===== config.mk =====
export PLATFORM = sky130hd
export DESIGN_NAME = hdr_gap_realigner
export DESIGN_NICKNAME = d
export VERILOG_FILES = /design/src/rtl/rlgn_pkg.sv /design/src/rtl/rlgn_sequencer.sv /design/src/rtl/rlgn_word_pair.sv /design/src/rtl/rlgn_hec_slot.sv /design/src/rtl/rlgn_lane_pack.sv /design/src/rtl/hdr_gap_realigner.sv
export SDC_FILE = /design/constraint.sdc
export NUM_CORES = 1
export LEC_CHECK = 0
export BUFFER_PORTS_ARGS = -buffer_cell sky130_fd_sc_hd__buf_2
export CAP_MARGIN = 10
export CORE_ASPECT_RATIO = 1.5
export CORE_MARGIN = 2
export CORE_UTILIZATION = 53
export DETAILED_ROUTE_END_ITERATION = 8
export PLACE_DENSITY = 0.76
export SLEW_MARGIN = 20
export SYNTH_ARGS = -nofsm -noshare
export SYNTH_HDL_FRONTEND = slang
export SYNTH_HIERARCHICAL = 1
export SYNTH_SLANG_ARGS = --single-unit
export TNS_END_PERCENT = 50

===== constraint.sdc =====
create_clock -name clk -period 3.1 [get_ports clk]
set_input_delay 0.31 -clock clk [delete_from_list [all_inputs] [get_ports clk]]
set_output_delay 0.31 -clock clk [all_outputs]
set_load 0.01 [all_outputs]

===== src/rtl/rlgn_pkg.sv =====
package rlgn_pkg;

    localparam int LANES         = 4;
    localparam int BYTE_W        = 8;
    localparam int WORD_W        = LANES * BYTE_W;
    localparam int HDR_BYTES     = 4;
    localparam int CELL_IN_BYTES = 52;
    localparam int CELL_IN_WORDS = CELL_IN_BYTES / LANES;
    localparam int SUPER_CELLS   = LANES;
    localparam int PERIOD        = SUPER_CELLS * (CELL_IN_BYTES + 1) / LANES;
    localparam int PH_W          = $clog2(PERIOD);
    localparam int LANE_W        = $clog2(LANES);

    typedef logic [BYTE_W-1:0]            byte_t;
    typedef logic [LANES-1:0][BYTE_W-1:0] word_t;
    typedef logic [PH_W-1:0]              phase_t;
    typedef logic [LANE_W-1:0]            lane_t;

    // one-hot ring of byte-lag states
    typedef enum logic [5:0] {
        SH_LAG0  = 6'b000001,
        SH_LAG1  = 6'b000010,
        SH_TR12  = 6'b000100,
        SH_LAG2  = 6'b001000,
        SH_TR23  = 6'b010000,
        SH_LAG3  = 6'b100000
    } shift_e;

    typedef struct packed {
        logic   hold;
        logic   insert;
        logic   hdr_load;
        shift_e shift;
    } ctrl_t;

    // output word index within a period that carries the check byte of cell c
    function automatic int hole_phase(input int c);
        return (c * (CELL_IN_BYTES + 1) + HDR_BYTES) / LANES;
    endfunction

    function automatic int jerk_phase();
        return hole_phase(SUPER_CELLS - 1);
    endfunction

    // phase in which the header word of cell c is loaded into the new register
    function automatic int hdr_load_phase(input int c);
        int n;
        n = c * CELL_IN_WORDS;
        if (c == 0)                return PERIOD - 1;
        else if (n <= jerk_phase()) return n - 1;
        else                       return n;
    endfunction

    // last phase spent in a given ring state
    function automatic int end_phase(input shift_e s);
        case (s)
            SH_LAG0: return hole_phase(0) - 1;
            SH_LAG1: return hole_phase(1) - 1;
            SH_TR12: return hole_phase(1);
            SH_LAG2: return hole_phase(2) - 1;
            SH_TR23: return hole_phase(2);
            SH_LAG3: return hole_phase(3);
            default: return 0;
        endcase
    endfunction

    // byte lag applied to a lane; during a transition the slot sits at lane d
    function automatic int lag_of(input shift_e s, input int lane);
        case (s)
            SH_LAG0: return 0;
            SH_LAG1: return 1;
            SH_TR12: return (lane < 1) ? 1 : 2;
            SH_LAG2: return 2;
            SH_TR23: return (lane < 2) ? 2 : 3;
            SH_LAG3: return 3;
            default: return 0;
        endcase
    endfunction

    function automatic byte_t lane_get(input word_t w, input int lane);
        return w[LANES-1-lane];
    endfunction

    // byte idx of the concatenation {prev, new} in stream order
    function automatic byte_t pick_byte(input word_t prev_w, input word_t new_w, input int idx);
        if (idx < 0)          return lane_get(prev_w, 0);
        else if (idx < LANES) return lane_get(prev_w, idx);
        else if (idx < 2*LANES) return lane_get(new_w, idx - LANES);
        else                  return lane_get(new_w, LANES - 1);
    endfunction

endpackage


===== src/rtl/rlgn_sequencer.sv =====
module rlgn_sequencer
    import rlgn_pkg::*;
(
    input  logic  clk,
    input  logic  rst,
    output ctrl_t ctrl
);
    phase_t ph_q;
    shift_e state_q;

    logic at_end;
    logic is_hole;
    logic is_hdr;

    always_comb begin
        at_end  = (ph_q == PH_W'(end_phase(state_q)));
        is_hole = 1'b0;
        is_hdr  = 1'b0;
        for (int c = 0; c < SUPER_CELLS; c++) begin
            if (ph_q == PH_W'(hole_phase(c)))     is_hole = 1'b1;
            if (ph_q == PH_W'(hdr_load_phase(c))) is_hdr  = 1'b1;
        end
    end

    always_ff @(posedge clk) begin
        if (rst) begin
            ph_q    <= PH_W'(PERIOD - 1);
            state_q <= SH_LAG0;
        end else begin
            ph_q <= (ph_q == PH_W'(PERIOD - 1)) ? '0 : ph_q + 1'b1;
            if (at_end)
                state_q <= shift_e'({state_q[4:0], state_q[5]});
        end
    end

    always_comb begin
        ctrl.hold     = (ph_q == PH_W'(jerk_phase()));
        ctrl.insert   = is_hole;
        ctrl.hdr_load = is_hdr;
        ctrl.shift    = state_q;
    end


    ring_onehot_chk: assert property (@(posedge clk) disable iff (rst)
        $countones(state_q) == 1);


    hold_single_chk: assert property (@(posedge clk) disable iff (rst)
        ctrl.hold |=> !ctrl.hold);


    hold_in_lag3_chk: assert property (@(posedge clk) disable iff (rst)
        ctrl.hold |-> (state_q == SH_LAG3));

endmodule


===== src/rtl/rlgn_word_pair.sv =====
module rlgn_word_pair
    import rlgn_pkg::*;
(
    input  logic  clk,
    input  logic  rst,
    input  logic  load,
    input  word_t in_word,
    output word_t new_w,
    output word_t prev_w
);
    word_t new_q;
    word_t prev_q;

    always_ff @(posedge clk) begin
        if (rst) begin
            new_q  <= '0;
            prev_q <= '0;
        end else if (load) begin
            new_q  <= in_word;
            prev_q <= new_q;
        end
    end

    assign new_w  = new_q;
    assign prev_w = prev_q;


    pair_frozen_chk: assert property (@(posedge clk) disable iff (rst)
        !load |=> ($stable(prev_q) && $stable(new_q)));

endmodule


===== src/rtl/rlgn_hec_slot.sv =====
module rlgn_hec_slot
    import rlgn_pkg::*;
(
    input  logic   clk,
    input  logic   rst,
    input  logic   capture,
    input  logic   insert,
    input  shift_e shift,
    input  byte_t  hec_in,
    output byte_t  hec_byte,
    output lane_t  hec_lane
);
    byte_t hec_q;
    lane_t lane_q;

    always_ff @(posedge clk) begin
        if (rst) begin
            hec_q  <= '0;
            lane_q <= '0;
        end else begin
            if (capture) hec_q  <= hec_in;
            if (insert)  lane_q <= lane_q + 1'b1;
        end
    end

    assign hec_byte = hec_q;
    assign hec_lane = lane_q;


    lane_stable_chk: assert property (@(posedge clk) disable iff (rst)
        !insert |=> $stable(lane_q));


    lane_tr12_chk: assert property (@(posedge clk) disable iff (rst)
        (insert && shift == SH_TR12) |-> (lane_q == LANE_W'(1)));


    lane_tr23_chk: assert property (@(posedge clk) disable iff (rst)
        (insert && shift == SH_TR23) |-> (lane_q == LANE_W'(2)));

endmodule


===== src/rtl/rlgn_lane_pack.sv =====
module rlgn_lane_pack
    import rlgn_pkg::*;
(
    input  logic   clk,
    input  logic   rst,
    input  shift_e shift,
    input  logic   insert,
    input  logic   start,
    input  lane_t  hec_lane,
    input  byte_t  hec_byte,
    input  word_t  new_w,
    input  word_t  prev_w,
    output word_t  out_word,
    output logic   out_valid
);
    word_t packed_w;
    word_t out_q;
    logic  valid_q;

    for (genvar L = 0; L < LANES; L++) begin : g_lane
        logic hole;
        int   src;
        always_comb begin
            hole = insert && (hec_lane == LANE_W'(L));
            src  = LANES + L - lag_of(shift, L);
            packed_w[LANES-1-L] = hole ? hec_byte : pick_byte(prev_w, new_w, src);
        end
    end

    always_ff @(posedge clk) begin
        if (rst) begin
            out_q   <= '0;
            valid_q <= 1'b0;
        end else begin
            out_q <= packed_w;
            if (start) valid_q <= 1'b1;
        end
    end

    assign out_word  = out_q;
    assign out_valid = valid_q;


    valid_sticky_chk: assert property (@(posedge clk) disable iff (rst)
        valid_q |=> valid_q);

endmodule


===== src/rtl/hdr_gap_realigner.sv =====
module hdr_gap_realigner
    import rlgn_pkg::*;
(
    input  logic              clk,
    input  logic              rst,
    input  logic [WORD_W-1:0] in_word,
    input  logic [BYTE_W-1:0] in_hec,
    output logic              in_hold,
    output logic [WORD_W-1:0] out_word,
    output logic              out_valid
);
    ctrl_t ctrl;
    word_t new_w;
    word_t prev_w;
    byte_t hec_byte;
    lane_t hec_lane;
    word_t pack_out;
    logic  period_start;

    rlgn_sequencer u_seq (
        .clk  (clk),
        .rst  (rst),
        .ctrl (ctrl)
    );

    rlgn_word_pair u_pair (
        .clk     (clk),
        .rst     (rst),
        .load    (!ctrl.hold),
        .in_word (word_t'(in_word)),
        .new_w   (new_w),
        .prev_w  (prev_w)
    );

    rlgn_hec_slot u_hec (
        .clk      (clk),
        .rst      (rst),
        .capture  (ctrl.hdr_load),
        .insert   (ctrl.insert),
        .shift    (ctrl.shift),
        .hec_in   (in_hec),
        .hec_byte (hec_byte),
        .hec_lane (hec_lane)
    );

    // first formatted word is produced in the cycle after the first header load
    logic primed_q;
    always_ff @(posedge clk) begin
        if (rst) primed_q <= 1'b0;
        else     primed_q <= 1'b1;
    end
    assign period_start = primed_q;

    rlgn_lane_pack u_pack (
        .clk       (clk),
        .rst       (rst),
        .shift     (ctrl.shift),
        .insert    (ctrl.insert),
        .start     (period_start),
        .hec_lane  (hec_lane),
        .hec_byte  (hec_byte),
        .new_w     (new_w),
        .prev_w    (prev_w),
        .out_word  (pack_out),
        .out_valid (out_valid)
    );

    assign out_word = pack_out;
    assign in_hold  = ctrl.hold;


    reset_quiet_chk: assert property (@(posedge clk)
        $past(rst) |-> (!out_valid && !in_hold));

endmodule


==> results.txt <==
----------------------------------------------------
[Final layout]
  Area Growth Syn to Fin ... 15.9%
  Total inserted antenna cells ... 0
  Summed area of non-filler cells in the final layout ... 7500 um2
  Proportion of layout cells with a drive suffix above 1 ... 0.255
  Final cell count without fillers ... 907
  Count of filler cells inserted in the layout ... 1004
  Number of nets at the end of the flow ... 790

[Clock network]
  Number of gates given a new drive strength after cts ... 0
  Buffer type at the clock tree root ... clkbuf_16
  Setup Fix Bufs, Post-CTS ... 0
  CTS tree ... done
  Clock tree buffer depth ... 2
  Number of clock sinks ... 120
  Number of buffers added by the clock tree synthesis step ... 17
  Post-CTS Hold Fix Bufs ... 0
  Clock insertion delay at the later pin of the skew report ... 410 ps
  Number of levels in the clock H-tree ... 4
  Reg clk slew, reported paths ... 60 ps

[Detailed routing]
  DRC violation total after the first TritonRoute iteration ... 407
  Residual DRC ... 0
  Number of vias after detailed routing ... 5573
  Post-route antenna net violation count ... 0
  Routed Wire Length ... 19.2 mm
  Mean number of vias per cell ... 6.14
  Detailed-routing iteration count for the pre-antenna-repair pass ... 5
  Average routed wire per standard cell ... 21.2 um

[Power]
  Internal ... 3.21 mW
  Total Power ... 4.42 mW
  Maximum ir drop on the vdd rail ... 0.000470 V
  Clock network fraction of design power ... 0.425
  Register share of total power ... 0.431
  Switching part of the total power ... 0.273
  Combinational share of power ... 0.144
  Ratio of total power to cell area ... 589 nW/um2
  Sw Pwr ... 1.21 mW
  Static power due to leakage ... 3.65 nW

[Critical path]
  Critical path, cell by cell ... ha_1 > nand3_1 > a21oi_1 > a31oi_1 > o22ai_1 > or3b_1 > o21a_1 > a211oi_1 > buf_4
  Type of the worst setup path ... reg -> reg
  Data arrival at the endpoint of the critical path ... 3260 ps
  Reg-to-Reg End ... u_pack/out_word[30]$_SDFF_PP0_
  Depth of the worst register-to-register path ... 9
  Reg2Reg Launch Point ... u_seq/ph_q[1]$_SDFF_PP0_
  Setup slack of the most critical reg-to-reg path ... 200 ps
  Max stage delay cell, worst path ... or3b_1
  Element type at the critical path end ... flop
  Kind of start point of the critical path ... flop
  Data required time of the critical path ... 3450 ps
  Crit path max fanout ... 16
  Crit path largest cell delay ... 700 ps

[Synthesis]
  Synthesized-area fraction occupied by and/or/nand/nor cells ... 0.154
  Number of flops mapped to enable cells by yosys ... 0
  Most common flop cell mapped by yosys ... dfxtp_1
  Mean post-synth cell area ... 9.59 um2
  Adder-cell share of the synthesized area ... 0.0116
  Ranking of synthesized cells by area ... dfxtp_1 (37%), mux2i_1 (17%), mux2_2 (7.5%)
  Cell taking the most area after synthesis ... dfxtp_1
  Most common library cells after synthesis ... dfxtp_1 (120), mux2i_1 (110), nor2_1 (102)
  Share of cell area taken by muxes after synthesis ... 0.256
  Register area share after synthesis ... 0.371
  Cells after Synth ... 675
  Complex-gate fraction of the synthesized area ... 0.127
  Mapped Area ... 6470 um2
  Dominant cell by count in the synthesized netlist ... dfxtp_1
  Async SR Flop Fraction ... 0
  XOR/XNOR Fraction of Synth Area ... 0.0228
  Flip-flop and latch count after synthesis ... 120
  Count of unique library cells instantiated by Yosys ... 56
  Share of the synthesized area in the top cell type ... 0.371
  Yosys synthesis warning count ... 6
  Post-synthesis net count ... 723
  Largest family of logic cells by synthesized area ... multiplexers

[Die]
  # rows ... 49
  Die Outline Area ... 13100 um2
  Floorplan die width ... 94.2 um
  Area of the core ... 12000 um2
  Effective utilization at floorplan ... 0.541
  Die Height ... 139 um
  Boundary Pins ... 76

[Global routing]
  Initial antenna violation count ... 0
  Via count of the first global-routing pass ... 5683
  Total Routing Usage GR ... 0.299
  Most Crowded Layer GR ... met2
  Global-route track usage on met1 ... 0.321
  GR Layer Usage met2 ... 0.498
  Overall overflow remaining after global route ... 0
  First-pass GRT wire length ... 29.9 mm
  GR met3 Demand/Resource ... 0.0612
  Pin count of the biggest net entering global routing ... 76

[Placed design]
  HPWL Detailed ... 13.4 mm
  Count of buffers inserted at the top-level ports ... 75
  Final weighted congestion in routability-driven placement ... 0.918
  Post-Place Cell Area ... 6940 um2
  Post-placement cell count ... 876

[STA]
  Min Tclk post-route ... 2900 ps
  Timing-limited maximum frequency ... 0.344 GHz
  Tightest Pin Transition ... 754 ps
  Setup repair after global routing missed its margin ... false
  Final Max Tran Viols ... 0
  Clock skew ... 8.86 ps
  Number of setup violations in the final report ... 0
  Sum of negative setup slack ... 0 ps
  Relative slew slack ... 0.497
  Portion of the clock cycle consumed by the worst path in the final layout ... 0.937
  Final worst hold slack ... 138 ps
  Final Hold Vio Count ... 0

[Min path]
  Hold Crit Class ... in -> reg
  Origin of the worst min-delay path ... in_word[13]
  Depth of the worst hold-timing path ... 3
  Worst min-delay path endpoint ... u_pair/new_w[13]$_SDFFE_PP0P_

[Run]
  Number of max-capacitance violations reported ... 0

[Outcome]
  Run status ... completed

----------------------------------------------------
[final cells by class]
type	instances	area, um2	area share
Clock buffer	23	468	0.0624
Multi-Input combinational cell	492	3710	0.494
Sequential cell	120	2400	0.320
Tap cell	153	191	0.0255
Clock inverter	8	97.6	0.0130
Inverter	6	23.8	0.00317
Timing Repair Buffer	105	616	0.0820
[metal layers]
layer,part of all wire,up-vias
met1,0.37,2684
met4,0.078,0
li1,-,2580
met5,0,-
met3,0.048,79
met2,0.50,230
[logic make-up (layout without fill, tap and decap cells)]
family                   count (synthesis)  in the layout
AND/OR/NAND/NOR                        209            209
multiplexers                           158            158
flip-flops                             120            120
AO/OA/AOI/OAI                          103            103
buffers and inverters                   63            142
XOR/XNOR                                16             16
adder cells (fa/ha/maj)                  6              6
[power groups by stage]
stage / combinational (mW) / clock [mW] / sequential [mW]
finish: 0.636 / 1.88 / 1.91
global route: 0.704 / 1.98 / 1.92
CTS: 0.636 / 1.91 / 1.90
detailed placement: 0.630 / 0 / 1.93
global placement: 0.603 / 0 / 1.92
floorplan: 0.560 / 0 / 1.81
[state kept, by name, summed over array words and instances (netlist names)]
| name | flops |
|---|---|
| u_hec/hec_lane | 2 |
| u_seq/ph_q | 6 |
| u_pack/out_valid | 1 |
| u_pack/out_word | 32 |
| period_start | 1 |
| u_seq/state_q | 6 |
| u_hec/hec_byte | 8 |
| u_pair/prev_w | 32 |
| u_pair/new_w | 32 |
[how the worst max path moves through the flow]
stage	slack [ps]	start	endpoint	depth (start not counted)
3_5_place_dp	60	u_seq/state_q[2]$_SDFFE_PP0N_	u_pack/out_word[15]$_SDFF_PP0_	9
4_1_cts	50	u_seq/state_q[2]$_SDFFE_PP0N_	u_pack/out_word[15]$_SDFF_PP0_	9
2_1_floorplan	30	u_seq/state_q[5]$_SDFFE_PP0N_	u_pack/out_word[14]$_SDFF_PP0_	12
6_report	200	u_seq/ph_q[1]$_SDFF_PP0_	u_pack/out_word[30]$_SDFF_PP0_	9
5_1_grt	7	u_seq/ph_q[1]$_SDFF_PP0_	u_pack/out_word[30]$_SDFF_PP0_	9
3_3_place_gp	160	u_seq/state_q[2]$_SDFFE_PP0N_	u_pack/out_word[8]$_SDFF_PP0_	9
[critical path: cells and delay by family, from the launching register on]
family                   cells  cell delay [ps]
AND/OR/NAND/NOR              2              790
adder cells (fa/ha/maj)      1              240
buffers and inverters        1              190
AO/OA/AOI/OAI                5             1200
flip-flops                   1              420
[placed cells by master, fill, tap and decap left out, drive strengths merged, types with 6 or more instances in the layout]
cell    count
nor2      102
a31oi      10
ha          6
mux2i     110
clkbuf     23
a221o       8
a221oi     24
a22o        8
dfxtp     120
o211ai     10
a211oi     10
xnor2       7
xor2        9
nand2b      6
nor2b      12
mux2       48
a22oi       8
nand3      21
nor3       14
o21a        8
nand2      26
buf       105
and3        8
[per-stage QoR]
| stage | worst slack [ps] | util |
|---|---|---|
| global route | 7.10 | 0.628 |
| CTS | 46.9 | 0.628 |
| detailed placement | 56.6 | 0.580 |
| global placement | 165 | 0.580 |
| floorplan | 32.1 | - |
| finish | 195 | 0.628 |
(Power assumes the default switching activity.)
